File: config.mk
export PLATFORM = sky130hd
export DESIGN_NAME = ecc_err_capture
export DESIGN_NICKNAME = d
export VERILOG_FILES = /design/src/rtl/ecc_cap_pkg.sv /design/src/rtl/ecc_cap_arbiter.sv /design/src/rtl/ecc_cap_flags.sv /design/src/rtl/ecc_cap_store.sv /design/src/rtl/ecc_err_capture.sv
export SDC_FILE = /design/constraint.sdc
export NUM_CORES = 1
export LEC_CHECK = 0
export ABC_CLOCK_PERIOD_IN_PS = 6080
export BUFFER_PORTS_ARGS = -buffer_cell sky130_fd_sc_hd__buf_2
export CELL_PAD_IN_SITES_DETAIL_PLACEMENT = 1
export CELL_PAD_IN_SITES_GLOBAL_PLACEMENT = 1
export CORE_MARGIN = 5
export CORE_UTILIZATION = 24
export CTS_CLUSTER_DIAMETER = 40
export DETAILED_ROUTE_END_ITERATION = 7
export GPL_TIMING_DRIVEN = 0
export PLACE_DENSITY = 0.84
export SLEW_MARGIN = 20
export SYNTH_ARGS = -nofsm -noshare
export SYNTH_HDL_FRONTEND = slang
export SYNTH_SLANG_ARGS = --single-unit
File: constraint.sdc
create_clock -name clk -period 6.08 [get_ports clk]
set_input_delay 0.304 -clock clk [delete_from_list [all_inputs] [get_ports clk]]
set_output_delay 0.304 -clock clk [all_outputs]
set_load 0.03 [all_outputs]
File: src/rtl/ecc_cap_pkg.sv
package ecc_cap_pkg;
  localparam int REG_W     = 64;
  localparam int ADDR_W    = 36;
  localparam int MODE_W    = 3;
  localparam int SYND_W    = 8;
  localparam int NFLAG     = 2;
  localparam int ADDR_LSB  = REG_W - ADDR_W;
  localparam int MODE_LSB  = 24;
  localparam int WIDTH_BIT = 21;
  localparam int SYND_LSB  = 8;
  localparam int MB_BIT    = 1;
  localparam int SB_BIT    = 0;

  typedef struct packed {
    logic [ADDR_W-1:0] addr;
    logic [MODE_W-1:0] mode;
    logic              narrow;
    logic [SYND_W-1:0] synd;
  } cap_rec_t;

  typedef enum logic [1:0] {
    CAP_NONE   = 2'd0,
    CAP_SINGLE = 2'd1,
    CAP_MULTI  = 2'd2
  } cap_kind_t;
endpackage

File: src/rtl/ecc_cap_arbiter.sv
module ecc_cap_arbiter
  import ecc_cap_pkg::*;
(
  input  logic      evt_single,
  input  logic      evt_multi,
  input  logic      evt_parity,
  input  logic      parity_mode_on,
  input  logic      mb_hold,
  input  logic      sb_hold,
  output cap_kind_t kind
);
  logic multi_evt;

  always_comb begin
    multi_evt = evt_multi | (evt_parity & parity_mode_on);
    kind      = CAP_NONE;
    if (!mb_hold) begin
      if (multi_evt) begin
        kind = CAP_MULTI;
      end else if (evt_single && !sb_hold) begin
        kind = CAP_SINGLE;
      end
    end
  end
endmodule

File: src/rtl/ecc_cap_flags.sv
module ecc_cap_flags #(
  parameter int N = 2
) (
  input  logic         clk,
  input  logic         rst_n,
  input  logic [N-1:0] clr,
  input  logic [N-1:0] set,
  output logic [N-1:0] flag_q,
  output logic [N-1:0] hold
);
  logic [N-1:0] flag_d;

  for (genvar i = 0; i < N; i++) begin : g_flag
    always_comb begin
      hold[i]   = flag_q[i] & ~clr[i];
      flag_d[i] = set[i] | hold[i];
    end

    always_ff @(posedge clk or negedge rst_n) begin
      if (!rst_n) flag_q[i] <= 1'b0;
      else        flag_q[i] <= flag_d[i];
    end
  end
endmodule

File: src/rtl/ecc_cap_store.sv
module ecc_cap_store
  import ecc_cap_pkg::*;
(
  input  logic     clk,
  input  logic     load,
  input  cap_rec_t d,
  output cap_rec_t q
);
  cap_rec_t rec_d;

  always_comb begin
    rec_d = q;
    if (load) rec_d = d;
  end

  always_ff @(posedge clk) begin
    q <= rec_d;
  end
endmodule

File: src/rtl/ecc_err_capture.sv
module ecc_err_capture
  import ecc_cap_pkg::*;
(
  input  logic              clk,
  input  logic              rst_n,
  input  logic              evt_single,
  input  logic              evt_multi,
  input  logic              evt_parity,
  input  logic              parity_mode_on,
  input  logic [ADDR_W-1:0] evt_addr,
  input  logic [MODE_W-1:0] evt_mode,
  input  logic              evt_narrow,
  input  logic [SYND_W-1:0] evt_synd,
  input  logic              wr_en,
  input  logic [REG_W-1:0]  wr_data,
  output logic [REG_W-1:0]  rd_data
);
  logic [NFLAG-1:0] clr;
  logic [NFLAG-1:0] set;
  logic [NFLAG-1:0] flag_q;
  logic [NFLAG-1:0] hold;
  cap_kind_t        kind;
  cap_rec_t         rec_in;
  cap_rec_t         rec_q;
  logic             load;

  always_comb begin
    clr         = '0;
    clr[MB_BIT] = wr_en & wr_data[MB_BIT];
    clr[SB_BIT] = wr_en & wr_data[SB_BIT];
  end

  ecc_cap_arbiter u_arb (
    .evt_single     (evt_single),
    .evt_multi      (evt_multi),
    .evt_parity     (evt_parity),
    .parity_mode_on (parity_mode_on),
    .mb_hold        (hold[MB_BIT]),
    .sb_hold        (hold[SB_BIT]),
    .kind           (kind)
  );

  always_comb begin
    set         = '0;
    set[MB_BIT] = (kind == CAP_MULTI);
    set[SB_BIT] = (kind == CAP_SINGLE);
    load        = (kind != CAP_NONE);
    rec_in      = '{addr: evt_addr, mode: evt_mode, narrow: evt_narrow, synd: evt_synd};
  end

  ecc_cap_flags #(.N(NFLAG)) u_flags (
    .clk    (clk),
    .rst_n  (rst_n),
    .clr    (clr),
    .set    (set),
    .flag_q (flag_q),
    .hold   (hold)
  );

  ecc_cap_store u_store (
    .clk  (clk),
    .load (load),
    .d    (rec_in),
    .q    (rec_q)
  );

  always_comb begin
    rd_data                              = '0;
    rd_data[ADDR_LSB +: ADDR_W]          = rec_q.addr;
    rd_data[MODE_LSB +: MODE_W]          = rec_q.mode;
    rd_data[WIDTH_BIT]                   = rec_q.narrow;
    rd_data[SYND_LSB +: SYND_W]          = rec_q.synd;
    rd_data[MB_BIT]                      = flag_q[MB_BIT];
    rd_data[SB_BIT]                      = flag_q[SB_BIT];
  end
endmodule

=== After elaboration in Yosys (flattened, before gate mapping) ===
Index checks and enable logic that the tools add are counted.

* Register bits: 50
* Bits in latches: 0
* Bits in writable memories: 0
* ROM bits: 0
* Bits of input ports: 119
* Output and inout port bits: 64
* Word-level logic and storage cells: 24
* Memories kept: 0

* Add/sub/neg operators: 0
* Multipliers: 0
* Div/mod/pow operators: 0
* Magnitude comparators: 0
* Equality and inequality tests: 2
* Shift operators: 0
* Mux-type cells: 3
* Bitwise operators: 10
* Reduce and logical (&&, ||, !) cells: 3

{| class="wikitable"
|+ Operator list
! kind !! number
|-
| AND 1 bit || 5
|-
| two-way mux 2 bit || 2
|-
| bitwise OR 1 bit || 3
|-
| == test 2 x 1 -> 1 bit (second input constant) || 1
|-
| == test 2 bit (second input constant) || 1
|-
| NOT 1 bit || 2
|-
| nonzero test 2 bit || 1
|-
| logical AND 1 bit || 1
|-
| logical NOT 1 bit || 1
|-
| two-way mux 1 bit || 1
|}

=== Depth between registers and ports, before layout ===
Gate-level depths: netlist (run 1).

* Depth in word-level cells: 10
* Gate-level depth with buffers: 2

=== By module ===
Synthesis (run 1) repeated with hierarchy kept, for this count alone.

* Cells, all modules: 78
* Area total of the unflattened synthesis: 1694.1 sq um

{| class="wikitable"
|+ By module, submodules not included
! module !! times used !! cells each !! area each (sq um) !! seq. area each (sq um)
|-
| ecc_cap_store || 1 || 48 || 1441.4 || 1441.4
|-
| ecc_err_capture || 1 || 20 || 140.1 || 0.0
|-
| ecc_cap_flags || 1 || 6 || 90.1 || 50.0
|-
| ecc_cap_arbiter || 1 || 4 || 22.5 || 0.0
|}

=== Least setup slack after synthesis (run 1) ===
Ideal clock, no wire load.

* Kind: flip-flop to flip-flop
* Start: register u_flags.flag_q[0]
* End: register u_store.q[0] in the netlist's numbering (enable)
* Setup time: 526 ps
* Data arrival time: 4275 ps
* Required time: 5554 ps
* Setup slack: 1279 ps
* Cell stages (with the launch flop): 3
* Path buffers: 0
* Cells stage by stage: dfrtp_1 -> a21boi_1 -> a211oi_1

* Cells in the longest elaborated chain, start to end: 7

{| class="wikitable"
|+ Ends and longest elaborated chain
! what !! RTL line !! RTL
|-
| from (decl) || ecc_cap_flags.sv:8 || <nowiki>output logic [N-1:0] flag_q,</nowiki>
|-
| from (signal, indexed assignment) || ecc_cap_flags.sv:21 || <nowiki>else flag_q[i] <= flag_d[i];</nowiki>
|-
| AND 1 bit || ecc_cap_flags.sv:15 || <nowiki>hold[i] = flag_q[i] & ~clr[i];</nowiki>
|-
| logical NOT 1 bit || ecc_cap_arbiter.sv:20 || <nowiki>end else if (evt_single && !sb_hold) begin</nowiki>
|-
| logical AND 1 bit || ecc_cap_arbiter.sv:20 ||
|-
| two-way mux 1 bit || ecc_cap_arbiter.sv:20 ||
|-
| two-way mux 2 bit || ecc_cap_arbiter.sv:18 || <nowiki>if (multi_evt) begin</nowiki>
|-
| two-way mux 2 bit || ecc_cap_arbiter.sv:17 || <nowiki>if (!mb_hold) begin</nowiki>
|-
| nonzero test 2 bit || ecc_err_capture.sv:47 || <nowiki>load = (kind != CAP_NONE);</nowiki>
|-
| net load || ecc_err_capture.sv:25 || <nowiki>logic load;</nowiki>
|-
| to (signal assigned) || ecc_cap_store.sv:17 || <nowiki>q <= rec_d;</nowiki>
|-
| to (decl) || ecc_cap_store.sv:7 || <nowiki>output cap_rec_t q</nowiki>
|}

The timed path passes the listed nets, and every way through them passes these cells.
A chain may end at the register's enable or synchronous reset.

=== Worst setup path after layout (run 1) ===
Same ends and word-level chain as after synthesis.

==> flow_summary_export.csv, run 1 <==
group,metric,value,unit
grt,globalRouteOverflowTotal,0,
floorplanning,io_pins,183,
sta,skew,0.00783,ns
clock_network,clock_insertion_delay_worst_skew,0.30,ns
sta,timing.final.max_slew_violations,0,
clock_network,ctsHoldBuffers,1,
synthesis,number_of_synthesized_flops_with_an_enable_pin,48,
grt,use_met2,0.187,
final_layout,nFillCells,742,
sta,finalHoldViolCount,0,
drt,detailroute.via_count,1091,
drt,detail_route.wl_per_cell,15.2,um
floorplanning,site_row_count,30,
synthesis,ys_ff_latch,50,
synthesis,syn_inst,73,
synthesis,synth_cell_type_count,11,
power,irDropWorstVdd,0.0957,mV
drt,final_antenna_net_count,0,
floorplanning,floorplan.die.height,93.1,um
worst_setup_path,data_required_time_at_the_worst_endpoint,6.08,ns
clock_network,post_cts_resized,0,
power,pwr_dens,306,mW/mm^2
drt,initialDrtViolationCount,44,
final_layout,layout_overhead_on_the_synthesized_area,51.4,%
synthesis,synth_seq_area_share,0.900,
synthesis,synth.top_cells.by_area,"edfxtp_1 87%, buf_4 6.3%, dfrtp_1 3.0%, a211oi_1 0.91%, a21bo_1 0.60%",
synthesis,synth_area_per_cell,22.7,um^2
sta,holdWs,0.175,ns
grt,first_global_vias,1230,
worst_setup_path,register_to_register_setup_slack,4.24,ns
drt,wirelength,4310,um
sta,final.min_clock_period,1.84,ns
power,power.share.switching,0.260,
grt,antenna_found_initial,1,
synthesis,synth_largest_area_cell,"edfxtp_1",
synthesis,yosysWarnings,0,
power,total_power,0.769,mW
synthesis,synth_top_flop_cell,"edfxtp_1",
final_layout,finalNonFillerCells,284,
clock_network,post-cts-setup-buffers,0,
clock_network,htreeDepth,2,
power,switchingPower,0.200,mW
placement,place.detailed.hpwl,3620,um
sta,max-slew-margin-rel,0.492,
final_layout,num_antenna_cells,0,
worst_setup_path,timing.rr.end,"u_store.q[0]$_DFFE_PP_",
floorplanning,dieArea,0.00867,mm^2
floorplanning,core,0.00676,mm^2
sta,layout_worst_path_cycle_share,0.303,
power,p_leak,1.12,nW
synthesis,synth_largest_type_area_fraction,0.869,
worst_setup_path,crit_path_end,"u_store.q[0]$_DFFE_PP_",
grt,grt_use_met1,0.0869,
floorplanning,floorplan.die.width,93.1,um
drt,drc_errors,0,
drt,firstDrtPassIters,6,
worst_setup_path,worst_r2r_path_depth,3,
sta,grt_setup_unrepaired,"false",
clock_network,ctsRootBufferMaster,"clkbuf_8",
placement,weighted_congestion_at_the_end_of_routability_driven_global_placement,0.636,
synthesis,async_flop_share,0.0400,
synthesis,netlist_area,0.00166,mm^2
synthesis,most_used_standard_cell_by_instance_count_after_synthesis,"edfxtp_1",
sta,setup_viol,0,
worst_setup_path,setup.worst_path.start,"u_flags.flag_q[0]$_DFF_PN0_",
placement,post_place_cells,275,
grt,busiest_layer,"met2",
worst_hold_path,min-delay-path-class,"in -> reg",
power,power.share.sequential,0.534,
worst_setup_path,critPathLaunchType,"flop",
drt,viasPerCell,3.84,
final_layout,register_area,0.00149,mm^2
power,share_clk_of_total_power,0.301,
worst_setup_path,worstPathMaxFanout,18,
flow_run,maxCapViolCount,0,
sta,totalNegativeSetupSlack,0,ns
clock_network,clock_sink_count,50,
worst_setup_path,path_class,"reg -> reg",
grt,grt.met3_usage,0.0523,
sta,fmax,543,MHz
outcome,outcome,"completed",
clock_network,tritoncts_clock_tree,"done",
final_layout,multiInputGateArea,123,um^2
clock_network,cts_inserted_buffers,5,
grt,grt_start_max_net_pins,19,
sta,slew_at_the_pin_closest_to_its_max_slew_limit,0.760,ns
clock_network,cts_max_path_buffers,2,
worst_setup_path,r2r-start,"u_flags.flag_q[0]$_DFF_PN0_",
power,combinationalPowerShare,0.165,
clock_network,path_clk_slew,0.09,ns
worst_setup_path,critical_path.endpoint_type,"flop",
power,p_int,0.569,mW
final_layout,layout.nets,322,
worst_setup_path,crit_arrival,1.84,ns
grt,gr-usage-all-layers,0.0988,
floorplanning,initial_util,0.245,
synthesis,synth_top_cells_by_count,"48 x edfxtp_1, 14 x buf_4, 2 x a211oi_1, 2 x dfrtp_1",
grt,grt_pass1_wl,6380,um
final_layout,drive_gt1_frac,0.647,
placement,numPortBuffers,106,
[logic make-up after synthesis]
group,share of synthesized area
simple gates,0.00226
other cells,0.00226
flops,0.900
compound gates,0.0325
buf+inv,0.0634
[placed cells by master, fill, tap and decap left out]
cell type	n
a211oi_4	1
nand2_1	1
buf_2	106
a21bo_1	1
buf_4	14
buf_8	1
clkbuf_8	5
inv_6	1
a31o_1	1
conb_1	14
a21boi_0	1
a21boi_1	1
a21oi_1	1
buf_6	2
edfxtp_1	48
bufinv_16	1
dfrtp_1	2
clkinv_2	1
a211oi_1	1
dlygate4sd3_1	1
[metal layers]
layer	share of wire	wire length, um	vias up
met3	0.14	597	8
met4	0.015	63	2
met5	0.0030	13	-
li1	-	-	507
met1	0.32	1370	497
met2	0.52	2260	77
[flip-flops by register name, indices dropped and copies added (netlist names)]
signal	flops
u_flags.flag_q	2
u_store.q	48
[worst min-delay path by stage]
stage	start	depth (start not counted)	end
floorplan	rst_n	0	u_flags.flag_q[0]$_DFF_PN0_
global placement	rst_n	1	u_flags.flag_q[0]$_DFF_PN0_
detailed placement	rst_n	1	u_flags.flag_q[0]$_DFF_PN0_
CTS	evt_addr[3]	1	u_store.q[15]$_DFFE_PP_
global route	evt_addr[3]	1	u_store.q[15]$_DFFE_PP_
finish	evt_addr[10]	1	u_store.q[22]$_DFFE_PP_
[power groups by stage]
stage               logic [mW]  registers [mW]  clock network (mW)
detailed placement       0.128           0.419                   0
CTS                      0.129           0.411               0.245
global route             0.135           0.413               0.259
floorplan               0.0298           0.468                   0
finish                   0.127           0.411               0.231
global placement         0.118           0.423                   0
[critical path, cell delays in order (launching register included)]
cell and delay (ns):
dfrtp_1 0.39, a21boi_1 0.17, a211oi_4 0.70, buf_6 0.29
[stage by stage]
step | worst slack [ns] | utilization | instance area [um^2]
global placement | 0.0577 | 0.346 | 2340
CTS | 4.22 | 0.371 | 2510
floorplan | 1.28 | - | 1710
global route | 4.15 | 0.371 | 2510
detailed placement | 4.23 | 0.353 | 2390
finish | 4.24 | 0.371 | 2510
[cell type report]
type | instances | share of cell area
multi-input combinational | 22 | 0.0489
clock buffer | 5 | 0.0274
clock inverter | 3 | 0.0174
buffer | 14 | 0.0419
sequential | 50 | 0.594
tap | 80 | 0.0399
timing repair buffer | 110 | 0.230
No activity file was read; power rests on OpenSTA's default activity.
==> run 2: changes to the inputs <==
--- a/config.mk
+++ b/config.mk
@@ -5,7 +5,7 @@
 export SDC_FILE = /design/constraint.sdc
 export NUM_CORES = 1
 export LEC_CHECK = 0
-export ABC_CLOCK_PERIOD_IN_PS = 6080
+export ABC_CLOCK_PERIOD_IN_PS = 1900
 export BUFFER_PORTS_ARGS = -buffer_cell sky130_fd_sc_hd__buf_2
 export CELL_PAD_IN_SITES_DETAIL_PLACEMENT = 1
 export CELL_PAD_IN_SITES_GLOBAL_PLACEMENT = 1
==> constraint.sdc (replaced) <==
create_clock -name clk -period 1.9 [get_ports clk]
set_input_delay 0.095 -clock clk [delete_from_list [all_inputs] [get_ports clk]]
set_output_delay 0.095 -clock clk [all_outputs]
set_load 0.03 [all_outputs]
==> run 2 against run 1 <==
Compared with the run above:
- first-iteration DRC count fell by 55%
- power rose to 3.2 times the previous value
- clock power rose to 2.7 times the previous value
- via count rose by 22%
- setup slack got worse by 3.9 ns
- hold slack got worse by 0.13 ns
- combinational power rose to 3.9 times the previous value
- highest routed layer is now met4
- critical path type unchanged
- clock skew barely moved
- core utilization rose by 7.0 points
- design area rose by 19%
==> flow_summary_export.csv, run 2 (synthesized netlist as in run 1, its figures left out) <==
group,metric,value,unit
outcome,outcome,"completed",
drt,initialDrtViolationCount,20,
floorplanning,dieArea,0.00867,mm^2
final_layout,utilization_after_layout,0.441,
grt,antenna_found_initial,0,
power,irDropWorstVdd,0.289,mV
drt,detail_route.wl_per_cell,15.7,um
worst_setup_path,crit_arrival,1.60,ns
final_layout,layout.nets,370,
sta,finalHoldViolCount,0,
final_layout,largest_reg_flops,48,
drt,wirelength,5200,um
clock_network,path_clk_slew,0.10,ns
worst_setup_path,data_required_time_at_the_worst_endpoint,1.90,ns
sta,final.min_clock_period,1.60,ns
clock_network,htreeDepth,2,
clock_network,cts_inserted_buffers,5,
clock_network,clock_insertion_delay_worst_skew,0.29,ns
worst_setup_path,r2r-start,"u_flags.flag_q[0]$_DFF_PN0_",
worst_setup_path,critical_path.endpoint_type,"flop",
placement,post-place-ws,0.308,ns
floorplanning,initial_util,0.245,
power,p_leak,1.31,nW
final_layout,registers.top_by_ff_count,"u_store.q",
final_layout,drive_gt1_frac,0.532,
grt,grt_pass1_wl,7750,um
worst_setup_path,crit_slowest_cell,"dfrtp_2",
placement,place.detailed.hpwl,3390,um
grt,first_global_vias,1471,
grt,globalRouteOverflowTotal,0,
floorplanning,site_row_count,30,
floorplanning,io_pins,183,
clock_network,clock_sink_count,50,
floorplanning,floorplan.die.width,93.1,um
placement,numPortBuffers,106,
drt,firstDrtPassIters,3,
flow_run,maxCapViolCount,0,
power,pwr_dens,816,mW/mm^2
drt,final_antenna_net_count,0,
placement,weighted_congestion_at_the_end_of_routability_driven_global_placement,0.698,
worst_setup_path,setup.worst_path.start,"u_flags.flag_q[0]$_DFF_PN0_",
clock_network,cts_max_path_buffers,2,
clock_network,tritoncts_clock_tree,"done",
sta,timing.final.max_slew_violations,0,
final_layout,layout_top_registers,"u_store.q (48), u_flags.flag_q (2)",
sta,setup_viol,0,
drt,drc_errors,0,
final_layout,final_common_cell,"buf_2",
worst_setup_path,critPathLaunchType,"flop",
clock_network,ctsHoldBuffers,49,
worst_setup_path,slowest_stage_delay_on_critical_path,0.42,ns
sta,grt_setup_unrepaired,"false",
floorplanning,core,0.00676,mm^2
final_layout,layout.cells.most_common_list,"106 x buf_2, 49 x dlygate4sd3_1, 48 x edfxtp_1",
sta,fmax,623,MHz
sta,totalNegativeSetupSlack,0,ns
final_layout,num_antenna_cells,0,
clock_network,post-cts-setup-buffers,0,
worst_setup_path,path_class,"reg -> reg",
sta,timing.final.ws_setup,0.295,ns
worst_setup_path,worstPathCellList,"a21boi_4 > a211oi_4 > buf_8 > buf_6",
clock_network,post_cts_resized,0,
worst_setup_path,critical-path-top-delay-family,"compound AO/OA/AOI/OAI gates",
clock_network,ctsRootBufferMaster,"clkbuf_8",
final_layout,layout_overhead_on_the_synthesized_area,79.8,%
power,total_power,2.43,mW
worst_hold_path,worst_hold_startpoint,"evt_single",
floorplanning,floorplan.die.height,93.1,um
worst_setup_path,worstPathMaxFanout,17,
grt,gr-usage-all-layers,0.119,
sta,skew,0.00772,ns
drt,viasPerCell,3.99,
drt,detailroute.via_count,1326,
worst_setup_path,critical_path.n_buffers_inverters,2,
grt,grt_start_max_net_pins,18,
worst_hold_path,min-delay-path-class,"in -> reg",
sta,layout_worst_path_cycle_share,0.845,
-- run 2: power breakdown --
part           internal (mW)  leakage (nW)  switching (mW)
combinational          0.195         0.791           0.296
sequential              1.30         0.473          0.0209
clock                  0.260        0.0441           0.361
total                   1.75          1.31           0.678
-- run 2: area by class of cell --
| cell class | instances | area [um^2] |
|---|---|---|
| clock buffer | 5 | 68.8 |
| multi-input combinational | 22 | 134 |
| sequential | 50 | 1490 |
| fill | 722 | 3780 |
| timing repair buffer | 158 | 1060 |
| clock inverter | 3 | 21.3 |
| buffer | 14 | 105 |
| tap | 80 | 100 |
-- run 2: path summary, 6_finish.rpt --
| path | endpoint | slack, ns | cells after the start |
|---|---|---|---|
| worst max-delay path | u_store.q[35]$_DFFE_PP_ | 0.30 | 4 |
| worst max register to register | u_store.q[35]$_DFFE_PP_ | 0.30 | 4 |
| worst min-delay path | u_flags.flag_q[0]$_DFF_PN0_ | 0.04 | 2 |
| max in group asynchronous | u_flags.flag_q[0]$_DFF_PN0_ | 1.69 | 2 |
| worst min register to register | u_flags.flag_q[1]$_DFF_PN0_ | 0.67 | 2 |
| min in group asynchronous | u_flags.flag_q[0]$_DFF_PN0_ | 0.10 | 2 |
-- run 2: through the flow --
step / instance area [um^2] / instances / hold WS (ns)
floorplan: 1730 / 86 / -0.201
global placement: 2360 / 272 / -0.117
detailed placement: 2400 / 275 / -0.113
CTS: 2980 / 332 / 0.0335
global route: 2980 / 332 / 0.0356
finish: 2980 / 332 / 0.0413
-- run 2: metal layers --
metal	track usage	wire, um
met1	0.115	1870
met2	0.225	2690
met3	0.0434	520
met4	0.0513	123
met5	0	0
-- run 2: worst register-to-register path, cell delays in order, from the launching register on --
cell,delay [ns]
dfrtp_2,0.42
a21boi_4,0.15
a211oi_4,0.31
buf_8,0.21
buf_6,0.22
==> run 3: changes to the inputs <==
--- a/config.mk
+++ b/config.mk
@@ -5,16 +5,16 @@
 export SDC_FILE = /design/constraint.sdc
 export NUM_CORES = 1
 export LEC_CHECK = 0
-export ABC_CLOCK_PERIOD_IN_PS = 1900
+export ABC_CLOCK_PERIOD_IN_PS = 1400
 export BUFFER_PORTS_ARGS = -buffer_cell sky130_fd_sc_hd__buf_2
 export CELL_PAD_IN_SITES_DETAIL_PLACEMENT = 1
 export CELL_PAD_IN_SITES_GLOBAL_PLACEMENT = 1
 export CORE_MARGIN = 5
-export CORE_UTILIZATION = 24
+export CORE_UTILIZATION = 22
 export CTS_CLUSTER_DIAMETER = 40
 export DETAILED_ROUTE_END_ITERATION = 7
 export GPL_TIMING_DRIVEN = 0
-export PLACE_DENSITY = 0.84
+export PLACE_DENSITY = 0.81
 export SLEW_MARGIN = 20
 export SYNTH_ARGS = -nofsm -noshare
 export SYNTH_HDL_FRONTEND = slang
==> constraint.sdc (replaced) <==
create_clock -name clk -period 1.4 [get_ports clk]
set_input_delay 0.07 -clock clk [delete_from_list [all_inputs] [get_ports clk]]
set_output_delay 0.07 -clock clk [all_outputs]
set_load 0.03 [all_outputs]
==> run 3 against run 2 <==
Compared with the run above:
- the run now ends with setup timing left
- non-clock buffer count rose by 7
- power rose by 44%
- via count rose by 0.23%
- sequential power rose by 36%
- design area rose by 5.0%
- hold slack improved by 0.0099 ns
- clock power rose by 58%
- core utilization fell by 1.2 points
==> flow_summary_export.csv, run 3 (synthesized netlist as in run 1, its figures left out) <==
group,metric,value,unit
floorplanning,dieArea,0.00937,mm^2
worst_setup_path,critPathLaunchType,"flop",
floorplanning,core,0.00729,mm^2
sta,layout_worst_path_cycle_share,1.01,
sta,timing.final.max_slew_violations,0,
drt,detail_route.wl_per_cell,14.5,um
drt,detailroute.via_count,1329,
clock_network,clock_insertion_delay_worst_skew,0.29,ns
final_layout,drive_gt1_frac,0.537,
floorplanning,io_pins,183,
placement,post-place-ws,-0.371,ns
sta,grt_setup_unrepaired,"true",
worst_setup_path,critical_path.endpoint_type,"flop",
drt,wirelength,5180,um
final_layout,register_area,0.00149,mm^2
sta,skew,0.00484,ns
clock_network,htreeDepth,2,
floorplanning,floorplan.die.height,96.8,um
floorplanning,site_row_count,31,
power,irDropWorstVdd,0.546,mV
worst_setup_path,data_required_time_at_the_worst_endpoint,1.42,ns
placement,weighted_congestion_at_the_end_of_routability_driven_global_placement,0.745,
power,p_leak,1.37,nW
outcome,violated_checks,"setup timing",
worst_setup_path,worstPathMaxFanout,7,
worst_setup_path,crit_arrival,1.42,ns
drt,final_antenna_net_count,0,
worst_setup_path,r2r-start,"u_flags.flag_q[0]$_DFF_PN0_",
grt,gr-usage-all-layers,0.112,
drt,firstDrtPassIters,2,
clock_network,ctsRootBufferMaster,"clkbuf_8",
outcome,outcome,"complete, but fails checks",
floorplanning,initial_util,0.227,
worst_hold_path,min-delay-path-class,"in -> reg",
final_layout,layout.cells.most_common_list,"106 x buf_2, 50 x dlygate4sd3_1, 48 x edfxtp_1",
grt,grt_start_max_net_pins,16,
grt,grt_pass1_wl,8100,um
worst_setup_path,path_class,"reg -> reg",
worst_setup_path,worst_r2r_path_depth,4,
flow_run,maxCapViolCount,0,
sta,holdWs,0.0512,ns
placement,numPortBuffers,106,
clock_network,tritoncts_clock_tree,"done",
power,pwr_dens,1120,mW/mm^2
sta,fmax,710,MHz
sta,setup_viol,20,
final_layout,multiInputGateArea,134,um^2
sta,final.min_clock_period,1.41,ns
final_layout,layout_overhead_on_the_synthesized_area,88.8,%
final_layout,registers.top_by_ff_count,"u_store.q",
clock_network,cts_max_path_buffers,2,
placement,place.detailed.hpwl,3490,um
sta,timing.final.ws_setup,-0.00776,ns
grt,antenna_found_initial,0,
clock_network,clock_sink_count,50,
worst_setup_path,setup.worst_path.start,"u_flags.flag_q[0]$_DFF_PN0_",
floorplanning,floorplan.die.width,96.8,um
grt,globalRouteOverflowTotal,0,
final_layout,nFillCells,795,
grt,first_global_vias,1508,
drt,drc_errors,0,
worst_setup_path,timing.rr.end,"u_store.q[40]$_DFFE_PP_",
clock_network,path_clk_slew,0.09,ns
worst_setup_path,crit_path_end,"u_store.q[40]$_DFFE_PP_",
drt,initialDrtViolationCount,24,
final_layout,num_antenna_cells,0,
clock_network,cts_inserted_buffers,5,
final_layout,finalNonFillerCells,358,
placement,post_place_cells,294,
final_layout,final_common_cell,"buf_2",
worst_setup_path,register_to_register_setup_slack,-0.008,ns
drt,viasPerCell,3.71,
final_layout,layout_top_registers,"u_store.q (48), u_flags.flag_q (2)",
final_layout,layout.nets,377,
final_layout,largest_reg_flops,48,
sta,finalHoldViolCount,0,
==> run 3: how the worst min path moves through the flow <==
stage	cells past startpoint	startpoint	slack (ns)	end
2_1_floorplan	0	rst_n	-0.23	u_flags.flag_q[0]$_DFF_PN0_
3_3_place_gp	1	rst_n	-0.14	u_flags.flag_q[1]$_DFF_PN0_
3_5_place_dp	1	rst_n	-0.14	u_flags.flag_q[1]$_DFF_PN0_
4_1_cts	2	evt_single	0.005	u_flags.flag_q[0]$_DFF_PN0_
5_1_grt	3	evt_multi	0.05	u_flags.flag_q[1]$_DFF_PN0_
6_report	3	evt_multi	0.05	u_flags.flag_q[1]$_DFF_PN0_
==> run 3: where the power goes <==
| group | total [mW] | internal (mW) | switching, mW |
|---|---|---|---|
| registers | 1.79 | 1.76 | 0.0240 |
| logic | 0.727 | 0.315 | 0.412 |
| clock network | 0.983 | 0.533 | 0.450 |
| total | 3.50 | 2.61 | 0.886 |
==> run 3: final cells by class <==
cell class / instances / share of cell area
Buffer: 14 / 0.0336
Timing Repair Buffer: 165 / 0.372
Clock buffer: 6 / 0.0232
Clock inverter: 2 / 0.0120
Multi-Input combinational cell: 22 / 0.0428
Sequential cell: 50 / 0.477
Tap cell: 99 / 0.0396
==> run 3: timing repair <==
action | in CTS | in global routing
resized for setup | 5 | 1
endpoints found under the setup margin | 43 | 48
gates cloned | 0 | 1
setup buffers | 3 | 2
pin swaps | 1 | 1
hold endpoints to repair | 50 | 1
hold buffers | 49 | 1
==> run 3: routing by layer <==
metal  routed length (um)  global-route usage  vias up
met2                 2800               0.210       80
met1                 1930               0.111      625
li1                     -                   -      617
met3                  372              0.0410        7
met4                   72              0.0389        0
met5                    0                   0        -
==> run 3: stage by stage <==
step	util	total power [mW]	TNS, ns	instance area, um^2
finish	0.429	3.50	-0.0677	3130
global route	0.429	3.65	-1.85	3130
CTS	0.422	3.52	-2.31	3080
detailed placement	0.332	2.38	-9.83	2420
floorplan	-	2.17	-47.19	1730
global placement	0.327	2.35	-66.08	2390
==> run 3: worst max-delay path, cell delays in order, from the launching register on <==
cell       delay (ns)
dfrtp_2          0.41
a21boi_4         0.15
a211oi_4         0.26
buf_6            0.17
clkbuf_16        0.15
